[src/rtl/alu_pkg.sv]
package alu_pkg;
  typedef enum logic [1:0] {
    OP_AND = 2'b00,
    OP_OR  = 2'b01,
    OP_ADD = 2'b10,
    OP_SLT = 2'b11
  } alu_op_e;
endpackage

[src/rtl/alu_full_adder.sv]
module alu_full_adder (
  input  logic x_i,
  input  logic y_i,
  input  logic ci_i,
  output logic s_o,
  output logic co_o
);
  always_comb begin
    s_o  = x_i ^ y_i ^ ci_i;
    co_o = (x_i & y_i) | (ci_i & (x_i ^ y_i));
  end
endmodule

[src/rtl/alu_bit_slice.sv]
module alu_bit_slice
  import alu_pkg::*;
(
  input  logic    a_i,
  input  logic    b_i,
  input  logic    a_inv_i,
  input  logic    b_neg_i,
  input  logic    carry_i,
  input  logic    less_i,
  input  alu_op_e op_i,
  output logic    sum_o,
  output logic    carry_o,
  output logic    res_o
);
  logic a_eff, b_eff;

  always_comb begin
    a_eff = a_i ^ a_inv_i;
    b_eff = b_i ^ b_neg_i;
  end

  alu_full_adder u_fa (
    .x_i (a_eff),
    .y_i (b_eff),
    .ci_i(carry_i),
    .s_o (sum_o),
    .co_o(carry_o)
  );

  always_comb begin
    unique case (op_i)
      OP_AND:  res_o = a_eff & b_eff;
      OP_OR:   res_o = a_eff | b_eff;
      OP_ADD:  res_o = sum_o;
      default: res_o = less_i;
    endcase
  end
endmodule

[src/rtl/alu_ripple.sv]
module alu_ripple
  import alu_pkg::*;
#(
  parameter int WIDTH = 5
) (
  input  logic [WIDTH-1:0] a_i,
  input  logic [WIDTH-1:0] b_i,
  input  logic             a_inv_i,
  input  logic             b_neg_i,
  input  alu_op_e          op_i,
  output logic [WIDTH-1:0] res_o,
  output logic             carry_msb_in_o,
  output logic             carry_out_o
);
  localparam int MSB = WIDTH - 1;

  logic [WIDTH:0]   chain;
  logic [WIDTH-1:0] sums;
  logic [WIDTH-1:0] less_v;
  logic             set_bit;

  assign chain[0] = b_neg_i;

  always_comb begin
    set_bit = sums[MSB] ^ (chain[MSB] ^ chain[WIDTH]);
    less_v  = '0;
    less_v[0] = set_bit;
  end

  for (genvar i = 0; i < WIDTH; i++) begin : g_slice
    alu_bit_slice u_slice (
      .a_i    (a_i[i]),
      .b_i    (b_i[i]),
      .a_inv_i(a_inv_i),
      .b_neg_i(b_neg_i),
      .carry_i(chain[i]),
      .less_i (less_v[i]),
      .op_i   (op_i),
      .sum_o  (sums[i]),
      .carry_o(chain[i+1]),
      .res_o  (res_o[i])
    );
  end

  assign carry_msb_in_o = chain[MSB];
  assign carry_out_o    = chain[WIDTH];

  always_comb begin
    if (op_i == OP_SLT) begin

      slt_upper_chk: assert (res_o[MSB:1] == '0);
    end
  end
endmodule

[src/rtl/slice_alu.sv]
module slice_alu
  import alu_pkg::*;
#(
  parameter int WIDTH = 5
) (
  input  logic             clk,
  input  logic             rst,
  input  logic [WIDTH-1:0] a_i,
  input  logic [WIDTH-1:0] b_i,
  input  logic             a_inv_i,
  input  logic             b_neg_i,
  input  logic [1:0]       op_i,
  output logic [WIDTH-1:0] result_o,
  output logic             carry_o,
  output logic             ovf_o,
  output logic             neg_o,
  output logic             zero_o
);
  localparam int MSB = WIDTH - 1;

  logic [WIDTH-1:0] res_c;
  logic             c_msb_in, c_out;
  alu_op_e          op_e;

  assign op_e = alu_op_e'(op_i);

  alu_ripple #(.WIDTH(WIDTH)) u_ripple (
    .a_i           (a_i),
    .b_i           (b_i),
    .a_inv_i       (a_inv_i),
    .b_neg_i       (b_neg_i),
    .op_i          (op_e),
    .res_o         (res_c),
    .carry_msb_in_o(c_msb_in),
    .carry_out_o   (c_out)
  );

  always_ff @(posedge clk) begin
    if (rst) begin
      result_o <= '0;
      carry_o  <= 1'b0;
      ovf_o    <= 1'b0;
      neg_o    <= 1'b0;
      zero_o   <= 1'b1;
    end else begin
      result_o <= res_c;
      carry_o  <= c_out;
      ovf_o    <= c_msb_in ^ c_out;
      neg_o    <= res_c[MSB];
      zero_o   <= ~|res_c;
    end
  end


  reset_state_chk: assert property (@(posedge clk)
    $past(rst) |-> (result_o == '0 && !carry_o && !ovf_o && !neg_o && zero_o));


  zero_flag_chk: assert property (@(posedge clk) disable iff (rst)
    zero_o == (result_o == '0));


  neg_flag_chk: assert property (@(posedge clk) disable iff (rst)
    neg_o == result_o[MSB]);


  add_sum_chk: assert property (@(posedge clk) disable iff (rst)
    (!$past(rst) && $past(op_i) == 2'b10 && !$past(a_inv_i) && !$past(b_neg_i))
      |-> ({carry_o, result_o} == ({1'b0, $past(a_i)} + {1'b0, $past(b_i)})));


  no_overflow_chk: assert property (@(posedge clk) disable iff (rst)
    (!$past(rst) && $past(op_i) == 2'b10 && !$past(a_inv_i) && !$past(b_neg_i))
      |-> (ovf_o == (($past(a_i[MSB]) == $past(b_i[MSB])) &&
                     (result_o[MSB] != $past(a_i[MSB])))));
endmodule

[config.mk]
export PLATFORM = sky130hd
export DESIGN_NAME = slice_alu
export DESIGN_NICKNAME = d
export VERILOG_FILES = /design/src/rtl/alu_pkg.sv /design/src/rtl/alu_full_adder.sv /design/src/rtl/alu_bit_slice.sv /design/src/rtl/alu_ripple.sv /design/src/rtl/slice_alu.sv
export SDC_FILE = /design/constraint.sdc
export NUM_CORES = 1
export LEC_CHECK = 0
export BUFFER_PORTS_ARGS = -buffer_cell sky130_fd_sc_hd__buf_2
export CAP_MARGIN = 25
export CORE_MARGIN = 4
export CORE_UTILIZATION = 41
export DETAILED_ROUTE_END_ITERATION = 8
export PLACE_DENSITY = 0.7
export SLEW_MARGIN = 20
export SYNTH_ARGS = -nofsm -noshare
export SYNTH_HDL_FRONTEND = slang
export SYNTH_HIERARCHICAL = 1
export SYNTH_SLANG_ARGS = --single-unit
[constraint.sdc]
create_clock -name clk -period 3.7 [get_ports clk]
set_clock_uncertainty 0.15 [all_clocks]
set_input_delay 0.37 -clock clk [delete_from_list [all_inputs] [get_ports clk]]
set_output_delay 0.37 -clock clk [all_outputs]
set_load 0.005 [all_outputs]
==> results.tsv, run 1 <==
stage	metric	value	unit
global_routing	grt ovf	0	
yosys	Synth Warn #	6	
timing	Tmin final	3.676	ns
global_routing	M2 GR Usage	0.2225	
floorplan	Die Footprint	2134	um2
run_status	outcome	completed	
global_routing	antenna violations before repair	0	
timing	Final TNS setup	0	ns
timing	Final period util	0.9935	
placed_design	Final GP Congestion	0.8004	
run	maxcap violations	0	
placed_design	Post-DP HPWL	1001	um
timing	fmax	272.1	MHz
floorplan	Ports	25	
global_routing	GR peak layer	met2	
critical_path	CP Capture Type	flop	
critical_path	worst-path cell chain	buf_2 > xor2_1 > fa_2 > fa_2 > fa_2 > fa_2 > fa_2 > xor3_1 > mux2i_1 > o22ai_1 > or4_1 > o21bai_1	
timing	final setup fails	0	
power	switching power	0.09277	mW
route	Vias/cell	4.544	
placed_design	Placed Area	820.8	um2
layout	design area	843.3	um2
cts	Clock Root Buffer	clkbuf_4	
cts	clk slew on worst S/H paths	0.05	ns
power	P per Cell Area	366.8	nW/um2
route	DRT iter0 DRCs	7	
power	sequential share of power	0.325	
yosys	Unique masters post-synth	16	
yosys	Synth top area share	0.2678	
critical_path	nature of the critical path startpoint	primary input	
timing	Final WS setup	0.02421	ns
min_path	Hold WC Path Type	primary input to flop	
global_routing	largest net degree at the start of global routing	11	
yosys	dominant cell type by area after synthesis	dfxtp_1	
yosys	Async SR Flop Fraction	0	
floorplan	Core Rows	13	
power	Int Pwr	0.2166	mW
yosys	Synth Area per Inst	9.804	um2
layout	final design utilization	0.6323	
yosys	Synth area leaders	dfxtp_1 (27%), fa_1 (17%), xor2_1 (15%)	
cts	clk sink count	8	
global_routing	vias in the first global route	521	
cts	CTS tree	yes	
cts	Post-CTS Hold Buffers	0	
global_routing	met3 GRT Util	0.02734	
layout	Final #Nets	122	
placed_design	Port Buffer Count	24	
route	drt first pass iters	3	
timing	fin. max-slew vios	0	
layout	Ant. Diodes	0	
power	clock group share of total power	0.204	
cts	clk buf depth	2	
layout	fillers	111	
route	remaining antenna violation count	0	
cts	CTS Buf Count	3	
critical_path	CP top delay family	adder cells	
yosys	Synth Flop Type	dfxtp_1	
yosys	most common library cells after synthesis	xor2_1 (10), dfxtp_1 (8), nor2b_1 (6)	
route	WL/cell	10.01	um
critical_path	critical path's slowest cell	fa_2	
route	vias	518	
floorplan	Die Width	46.20	um
critical_path	WP data required	3.73	ns
floorplan	Die Ht	46.20	um
floorplan	Initial Util	0.4484	
critical_path	max incr delay on CP	0.55	ns
power	Comb power frac	0.471	
critical_path	CP Data Arrival Time	3.70	ns
yosys	post-synthesis cell area	598.1	um2
critical_path	worst setup path category	primary input to flop	
route	DRC Markers	0	
power	Leak	0.4253	nW
layout	share of layout cells above drive strength 1	0.4141	
layout	area of the multi-input gates	435.4	um2
yosys	number of enable flip-flop cells after synthesis	0	
critical_path	highest net fanout along the worst path	3	
timing	Final Hold Fails	0	
power	Max VDD drop	0.1279	mV
critical_path	CP Buf/Inv Count	1	
yosys	sequential share of the synthesized area	0.2678	
power	switching share of power	0.2999	
route	Total Wirelength	1141	um
layout	layout overhead on the synthesized area	41.00	%
yosys	count leader, synth	xor2_1	
critical_path	cell repeated most along the worst path	fa_2	
yosys	#FFs+latches synth	8	
timing	RSZ-0062 raised after global routing	yes	
floorplan	core area	1334	um2
layout	register area	160.2	um2
cts	H-tree Lvls	1	
global_routing	M1 GR Usage	0.1442	
placed_design	pre-CTS WS	-0.2197	ns
global_routing	Total GRT Usage	0.1260	
global_routing	first-pass GRT wire length	1925	um
yosys	Mapped Cells	61	
[metal layers]
layer  share of wire  vias up
li1                -      279
met1            0.44      219
met2            0.47       20
met3           0.088        0
met4               0        0
met5               0        -
[placed cells by master, fill, tap and decap left out]
master,n
buf_2,24
xor2_1,10
buf_4,9
dfxtp_1,8
nor2b_1,6
a21oi_1,5
inv_1,5
o21ai_0,5
mux2i_1,5
o22ai_1,5
fa_2,5
conb_1,4
clkbuf_4,3
xnor2_1,1
nor2_1,1
or4_1,1
o21bai_1,1
xor3_1,1
[kinds of logic after synthesis]
| logic type | Yosys count | share of synthesized area |
|---|---|---|
| AO/OA/AOI/OAI | 16 | 0.1485 |
| XOR/XNOR | 12 | 0.2008 |
| adder cells (fa/ha/maj) | 5 | 0.1674 |
| buffers and inverters | 6 | 0.04394 |
| flip-flops | 8 | 0.2678 |
| multiplexers | 5 | 0.08369 |
| other | 1 | 0.006270 |
| AND/OR/NAND/NOR | 8 | 0.08160 |
[power by group through the flow]
stage                     registers [mW]  clock network, mW  logic [mW]
after floorplan                    0.105                  0      0.0908
after global placement             0.102                  0       0.143
after detailed placement           0.102                  0       0.147
after CTS                          0.101             0.0657       0.147
after global routing               0.102             0.0687       0.165
final                              0.101             0.0632       0.146
[path summary, 6_finish.rpt]
kind              startpoint     endpoint  slack [ns]  cells past startpoint
hold / removal           rst  result_o[0]        0.23                      2
setup / recovery     b_neg_i       zero_o        0.02                     12
[cell type report]
type | count | share of cell area
Clock buffer | 3 | 0.02671
Inverter | 5 | 0.02226
Timing Repair Buffer | 33 | 0.2226
Sequential cell | 8 | 0.1899
Tap cell | 15 | 0.02226
Multi-Input combinational cell | 50 | 0.5163
[per-stage QoR]
stage | power (mW) | hold WS (ns) | cells
4_1_cts | 0.3131 | 0.2210 | 114
5_1_grt | 0.3358 | 0.2371 | 114
3_3_place_gp | 0.2456 | 0.4848 | 111
2_1_floorplan | 0.1959 | 0.2916 | 64
6_report | 0.3093 | 0.2289 | 114
3_5_place_dp | 0.2495 | 0.4843 | 111
[registers in the layout, summed over array words and instances (netlist names)]
name / count
result_o: 5
ovf_o: 1
zero_o: 1
carry_o: 1
[repair_timing]
item / in CTS / in global routing
buffers inserted: 0 / 0
resized for setup: 0 / 0
endpoints found under the setup margin: 0 / 1
(Power assumes the default switching activity.)
==> inputs of run 2 (changes only) <==
Settings changed: BUFFER_PORTS_ARGS -buffer_cell sky130_fd_sc_hd__buf_2 to default, CORE_AREA from default to 4 4 41 43, CORE_MARGIN 4 to default, CORE_UTILIZATION 41 to default, DIE_AREA from default to 0 0 45 47, DONT_BUFFER_PORTS from default to 1, PLACE_DENSITY 0.7 to 0.59.
==> results.tsv, run 2 (synthesis results as in run 1) <==
stage	metric	value	unit	change
timing	Final period util	0.9568		was 0.9935
placed_design	Port Buffer Count	0		was 24
min_path	HP Start	rst		unchanged
floorplan	core area	1301	um2	was 1334 um2
power	switching power	0.07793	mW	was 0.09277 mW
cts	clk buf depth	2		unchanged
timing	Hold WS	0.04241	ns	was 0.2289 ns
layout	fillers	131		was 111
layout	max reg flops	5		unchanged
placed_design	Post-DP HPWL	886.6	um	was 1001 um
cts	Clock Root Buffer	clkbuf_4		unchanged
route	M1 WL	432	um	was 504 um
layout	commonest non-fill, non-tap cell in the layout	xor2_1		was buf_2
layout	area of the multi-input gates	435.4	um2	unchanged
placed_design	Final GP Congestion	0.7818		was 0.8004
layout	layout overhead on the synthesized area	14.64	%	was 41.00%
cts	CTS Buf Count	3		unchanged
route	met2 WL	460	um	was 536 um
cts	clk slew on worst S/H paths	0.05	ns	about the same
global_routing	vias in the first global route	457		was 521
min_path	Hold WC Path Type	primary input to flop		unchanged
power	clock group share of total power	0.217		was 0.204
cts	clk sink count	8		unchanged
critical_path	critical path's slowest cell	fa_2		unchanged
layout	share of layout cells above drive strength 1	0.1714		was 0.4141
min_path	Hold Path Depth	1		was 2
run_status	outcome	completed		unchanged
route	DRT iter0 DRCs	1		was 7
route	remaining antenna violation count	0		unchanged
layout	Final Non-Filler Cells	85		was 114
cts	CTS tree	yes		unchanged
layout	commonest non-fill, non-tap cells in the layout	xor2_1 (10), dfxtp_1 (8), nor2b_1 (6)		was buf_2 (24), xor2_1 (10), buf_4 (9)
timing	fmax	282.5	MHz	was 272.1 MHz
timing	RSZ-0062 raised after global routing	no		was yes
route	drt first pass iters	4		was 3
global_routing	antenna violations before repair	0		unchanged
timing	final setup fails	0		unchanged
layout	register area	160.2	um2	unchanged
critical_path	cell repeated most along the worst path	fa_2		unchanged
floorplan	Ports	25		unchanged
layout	Final #Nets	93		was 122
floorplan	Die Ht	47	um	was 46.20 um
floorplan	Die Footprint	2115	um2	was 2134 um2
route	vias	440		was 518
route	WL/cell	12.02	um	was 10.01 um
critical_path	crit path to	zero_o		unchanged
route	Vias/cell	5.176		was 4.544
layout	Ant. Diodes	0		unchanged
power	Leak	0.2995	nW	was 0.4253 nW
timing	Final TNS setup	0	ns	unchanged
critical_path	worst-path cell chain	xor2_1 > fa_2 > fa_2 > fa_2 > fa_2 > fa_2 > xor3_1 > mux2i_1 > o22ai_1 > or4_1 > o21bai_1		was buf_2 > xor2_1 > fa_2 > fa_2 > fa_2 > fa_2 > fa_2 > xor3_1 > mux2i_1 > o22ai_1 > or4_1 > o21bai_1
timing	Tmin final	3.540	ns	was 3.676 ns
power	P per Cell Area	403.8	nW/um2	was 366.8 nW/um2
power	total power	0.2769	mW	was 0.3093 mW
route	Total Wirelength	1022	um	was 1141 um
critical_path	highest net fanout along the worst path	6		was 3
global_routing	Total GRT Usage	0.1141		was 0.1260
route	Top Metal Used	met4		was met3
critical_path	worst setup path category	primary input to flop		unchanged
floorplan	Core Rows	13		unchanged
critical_path	WP data required	3.72	ns	was 3.73 ns
power	Max VDD drop	0.1411	mV	was 0.1279 mV
power	Int Pwr	0.1989	mW	was 0.2166 mW
critical_path	max incr delay on CP	0.55	ns	about the same
critical_path	CP Capture Type	flop		unchanged
power	switching share of power	0.2815		was 0.2999
global_routing	grt ovf	0		unchanged
critical_path	CP Data Arrival Time	3.56	ns	was 3.70 ns
floorplan	Die Width	45	um	was 46.20 um
run	maxcap violations	0		unchanged
floorplan	Initial Util	0.4596		was 0.4484
route	met3 wire len	119	um	was 100 um
layout	Biggest register	result_o		unchanged
global_routing	first-pass GRT wire length	1745	um	was 1925 um
timing	Final Hold Fails	0		unchanged
power	sequential share of power	0.378		was 0.325
placed_design	Placed Area	663.1	um2	was 820.8 um2
placed_design	Placed Cells	82		was 111
critical_path	nature of the critical path startpoint	primary input		unchanged
layout	design area	685.7	um2	was 843.3 um2
critical_path	CP Launch Point	b_neg_i		unchanged
route	DRC Markers	0		unchanged
cts	H-tree Lvls	1		unchanged
timing	fin. max-slew vios	0		unchanged
global_routing	largest net degree at the start of global routing	11		unchanged
power	Comb power frac	0.405		was 0.471
## run 2: cell types whose count changed in the layout (fill, tap and decap cells not counted), sizes merged
cell	previous run	this run
buf	33	4
## run 2: power by group through the flow
stage	Clock, mW	Combinational, mW	Sequential, mW
3_5_place_dp	0	0.113	0.107
6_report	0.0601	0.112	0.105
4_1_cts	0.0639	0.114	0.105
3_3_place_gp	0	0.110	0.107
5_1_grt	0.0681	0.130	0.106
2_1_floorplan	0	0.0908	0.105
## run 2: how the worst min path moves through the flow
| stage | slack, ns | to |
|---|---|---|
| 2_1_floorplan | 0.29 | carry_o |
| 3_3_place_gp | 0.29 | result_o[3] |
| 3_5_place_dp | 0.29 | result_o[3] |
| 4_1_cts | 0.03 | result_o[0] |
| 5_1_grt | 0.03 | carry_o |
| 6_report | 0.04 | result_o[0] |
## run 2: timing repair
item | CTS | global route
setup endpoints to repair | 0 | 1
hold buffers | 0 | 0
gates resized for setup | 0 | 0
buffers inserted | 0 | 0
## run 2: worst max-delay path: cells and delay by family
| family | cells | cell delay [ns] |
|---|---|---|
| simple gates | 1 | 0.40 |
| xor+xnor | 2 | 0.40 |
| fa+ha+maj | 5 | 2.00 |
| compound gates | 2 | 0.23 |
| mux | 1 | 0.16 |
## run 2: routing by layer
layer,vias to the layer above,track usage
li1,220,-
met1,192,0.1358
met2,26,0.1893
met3,2,0.01916
met4,0,0.07602
met5,-,0
## run 2: per-stage QoR
step,utilization,setup slack [ns]
after floorplan,-,0.01639
after global placement,0.5096,-0.1043
after detailed placement,0.5096,-0.1268
after CTS,0.5269,0.1161
after global routing,0.5269,0.03000
final,0.5269,0.1597
## run 2: cell type report
cell class | instances | area share
well taps | 15 | 0.02737
clock buffers | 3 | 0.03285
repair buffers | 4 | 0.04380
flip-flops and latches | 8 | 0.2336
inverters | 5 | 0.02737
multi-input cells | 50 | 0.6350
==> inputs of run 3 (changes only) <==
Settings changed: BUFFER_PORTS_ARGS from default to -buffer_cell sky130_fd_sc_hd__buf_2, CORE_AREA 4 4 41 43 to default, CORE_UTILIZATION from default to 44, DIE_AREA 0 0 45 47 to default, DONT_BUFFER_PORTS 1 to default, PLACE_DENSITY 0.59 to 0.71, SYNTH_HIERARCHICAL 1 to default.
==> results.tsv, run 3 <==
stage	metric	value	unit	change
run_status	outcome	completed		unchanged
yosys	Async SR Flop Fraction	0		unchanged
yosys	Synth Flop Type	dfxtp_1		unchanged
critical_path	CP Buf/Inv Count	4		was 0
floorplan	Core Rows	14		was 13
layout	commonest non-fill, non-tap cell in the layout	buf_2		was xor2_1
layout	share of layout cells above drive strength 1	0.2800		was 0.1714
timing	final setup fails	0		unchanged
cts	Post-CTS Hold Buffers	0		unchanged
timing	Tmin final	3.017	ns	was 3.540 ns
critical_path	CP Data Arrival Time	3.01	ns	was 3.56 ns
critical_path	WP data required	3.69	ns	was 3.72 ns
timing	Final WS setup	0.6829	ns	was 0.1597 ns
power	Leak	0.4784	nW	was 0.2995 nW
cts	post-cts gate resize count	0		unchanged
cts	clk slew on worst S/H paths	0.05	ns	about the same
yosys	Mapped Cells	78		was 61
min_path	Hold WC Path Type	primary input to flop		unchanged
route	Total Wirelength	1185	um	was 1022 um
yosys	Synth area leaders	dfxtp_1 (22%), ha_1 (17%), fa_1 (14%)		was dfxtp_1 (27%), fa_1 (17%), xor2_1 (15%)
power	Max VDD drop	0.1299	mV	was 0.1411 mV
cts	clk buf depth	2		unchanged
yosys	Unique masters post-synth	20		was 16
layout	register area	160.2	um2	unchanged
route	DRT iter0 DRCs	10		was 1
placed_design	Post-DP HPWL	1038	um	was 886.6 um
yosys	most common library cells after synthesis	inv_1 (13), ha_1 (10), nor2_1 (9)		was xor2_1 (10), dfxtp_1 (8), nor2b_1 (6)
yosys	#FFs+latches synth	8		unchanged
route	drt first pass iters	3		was 4
yosys	Syn Nets	109		
layout	Final Non-Filler Cells	116		was 85
timing	fin. max-slew vios	0		unchanged
global_routing	Total GRT Usage	0.1445		was 0.1141
yosys	count leader, synth	inv_1		was xor2_1
cts	H-tree Lvls	1		unchanged
timing	RSZ-0062 raised after global routing	no		unchanged
floorplan	core area	1541	um2	was 1301 um2
power	total power	0.2854	mW	was 0.2769 mW
layout	Biggest register	result_o		unchanged
placed_design	Final GP Congestion	0.7550		was 0.7818
layout	max reg flops	5		unchanged
layout	fillers	144		was 131
layout	area of the multi-input gates	495.5	um2	was 435.4 um2
floorplan	Die Width	43.00	um	was 45 um
run	maxcap violations	0		unchanged
cts	CTS tree	yes		unchanged
yosys	post-synthesis cell area	739.5	um2	was 598.1 um2
route	vias	542		was 440
critical_path	CP top delay family	adder cells		unchanged
yosys	Synth Area per Inst	9.480	um2	was 9.804 um2
critical_path	critical path's slowest cell	fa_1		was fa_2
floorplan	Initial Util	0.4797		was 0.4596
placed_design	pre-CTS WS	0.4311	ns	was -0.1268 ns
yosys	sequential share of the synthesized area	0.2166		was 0.2678
layout	commonest non-fill, non-tap cells in the layout	buf_2 (24), inv_1 (13), ha_1 (10)		was xor2_1 (10), dfxtp_1 (8), nor2b_1 (6)
yosys	dominant cell type by area after synthesis	dfxtp_1		unchanged
layout	Ant. Diodes	0		unchanged
global_routing	largest net degree at the start of global routing	10		was 11
yosys	Synth Warn #	0		was 6
critical_path	max incr delay on CP	0.46	ns	was 0.55 ns
critical_path	cell repeated most along the worst path	fa_1		was fa_2
timing	Rel. slew slack	0.7690		
route	Vias/cell	4.672		was 5.176
critical_path	highest net fanout along the worst path	5		was 6
yosys	number of enable flip-flop cells after synthesis	0		unchanged
timing	Final TNS setup	0	ns	unchanged
layout	Final #Nets	133		was 93
global_routing	antenna violations before repair	0		unchanged
timing	Hold WS	0.2312	ns	was 0.04241 ns
cts	Clock Root Buffer	clkbuf_4		unchanged
yosys	Synth top area share	0.2166		was 0.2678
cts	clk sink count	8		unchanged
timing	Final Hold Fails	0		unchanged
layout	layout overhead on the synthesized area	17.26	%	was 14.64%
global_routing	first-pass GRT wire length	1904	um	was 1745 um
critical_path	nature of the critical path startpoint	primary input		unchanged
critical_path	worst setup path category	primary input to flop		unchanged
timing	Final period util	0.8154		was 0.9568
cts	CTS Buf Count	3		unchanged
floorplan	Die Ht	43.00	um	was 47 um
placed_design	Port Buffer Count	24		was 0
floorplan	Ports	25		unchanged
route	remaining antenna violation count	0		unchanged
global_routing	vias in the first global route	482		was 457
critical_path	CP Capture Type	flop		unchanged
route	DRC Markers	0		unchanged
global_routing	grt ovf	0		unchanged
timing	worst-margin pin slew	0.3453	ns	
route	WL/cell	10.22	um	was 12.02 um
critical_path	worst-path cell chain	buf_2 > xnor2_1 > inv_1 > fa_1 > fa_1 > inv_1 > fa_1 > fa_1 > inv_1 > mux2i_1 > o22a_1 > a41o_1		was xor2_1 > fa_2 > fa_2 > fa_2 > fa_2 > fa_2 > xor3_1 > mux2i_1 > o22ai_1 > or4_1 > o21bai_1
floorplan	Die Footprint	1849	um2	was 2115 um2
power	P per Cell Area	329.1	nW/um2	was 403.8 nW/um2
placed_design	Placed Cells	113		was 82
cts	postcts setup bufs	0		unchanged
timing	fmax	331.4	MHz	was 282.5 MHz
run 3: changes by cell type in the layout (fill, tap and decap cells not counted), sizes merged, moves of 3 or more:
cell,before,now
o22a,0,4
buf,4,24
xnor2,1,6
conb,4,0
nor2,1,9
a21oi,5,2
o21ai,5,1
xor2,10,6
o22ai,5,0
ha,0,10
nor2b,6,0
inv,5,13
run 3: worst paths after layout:
kind	start	endpoint	slack (ns)	cells after the start
worst max-delay path	a_inv_i	zero_o	0.68	12
worst min-delay path	rst	carry_o	0.23	2
run 3: per-layer routing:
layer,GRT usage,up-vias,share of wire,wire length (um)
met4,0.1273,0,0.020,24
met2,0.2485,23,0.51,604
met3,0.01277,4,0.057,67
met1,0.1545,233,0.41,489
li1,-,282,-,-
met5,0,-,0,0
run 3: kinds of logic (layout without fill, tap and decap cells):
kind of cell,after synthesis,in the layout,synth area share
XOR/XNOR,12,12,0.1421
multiplexers,4,4,0.05415
buffers and inverters,18,40,0.1134
adder cells (fa/ha/maj),15,15,0.3046
AND/OR/NAND/NOR,12,12,0.07783
AO/OA/AOI/OAI,9,9,0.09136
flip-flops,8,8,0.2166
run 3: cell type report:
class,count,share of cell area
inverters,13,0.05628
flip-flops and latches,8,0.1847
clock buffers,3,0.02597
multi-input cells,52,0.5714
repair buffers,24,0.1385
well taps,16,0.02309
run 3: report_power, final:
group	internal, mW	total, mW	switching, mW	leakage [nW]
Combinational	0.0583	0.122	0.0641	0.398
Clock	0.0369	0.0637	0.0268	0.0138
Sequential	0.0973	0.0994	0.00207	0.0665
Total	0.193	0.285	0.0929	0.478
run 3: through the flow:
step	util	cell area, um2
global route	0.5625	867.1
detailed placement	0.5479	844.6
CTS	0.5625	867.1
finish	0.5625	867.1
global placement	0.5479	844.6
floorplan	-	739.5
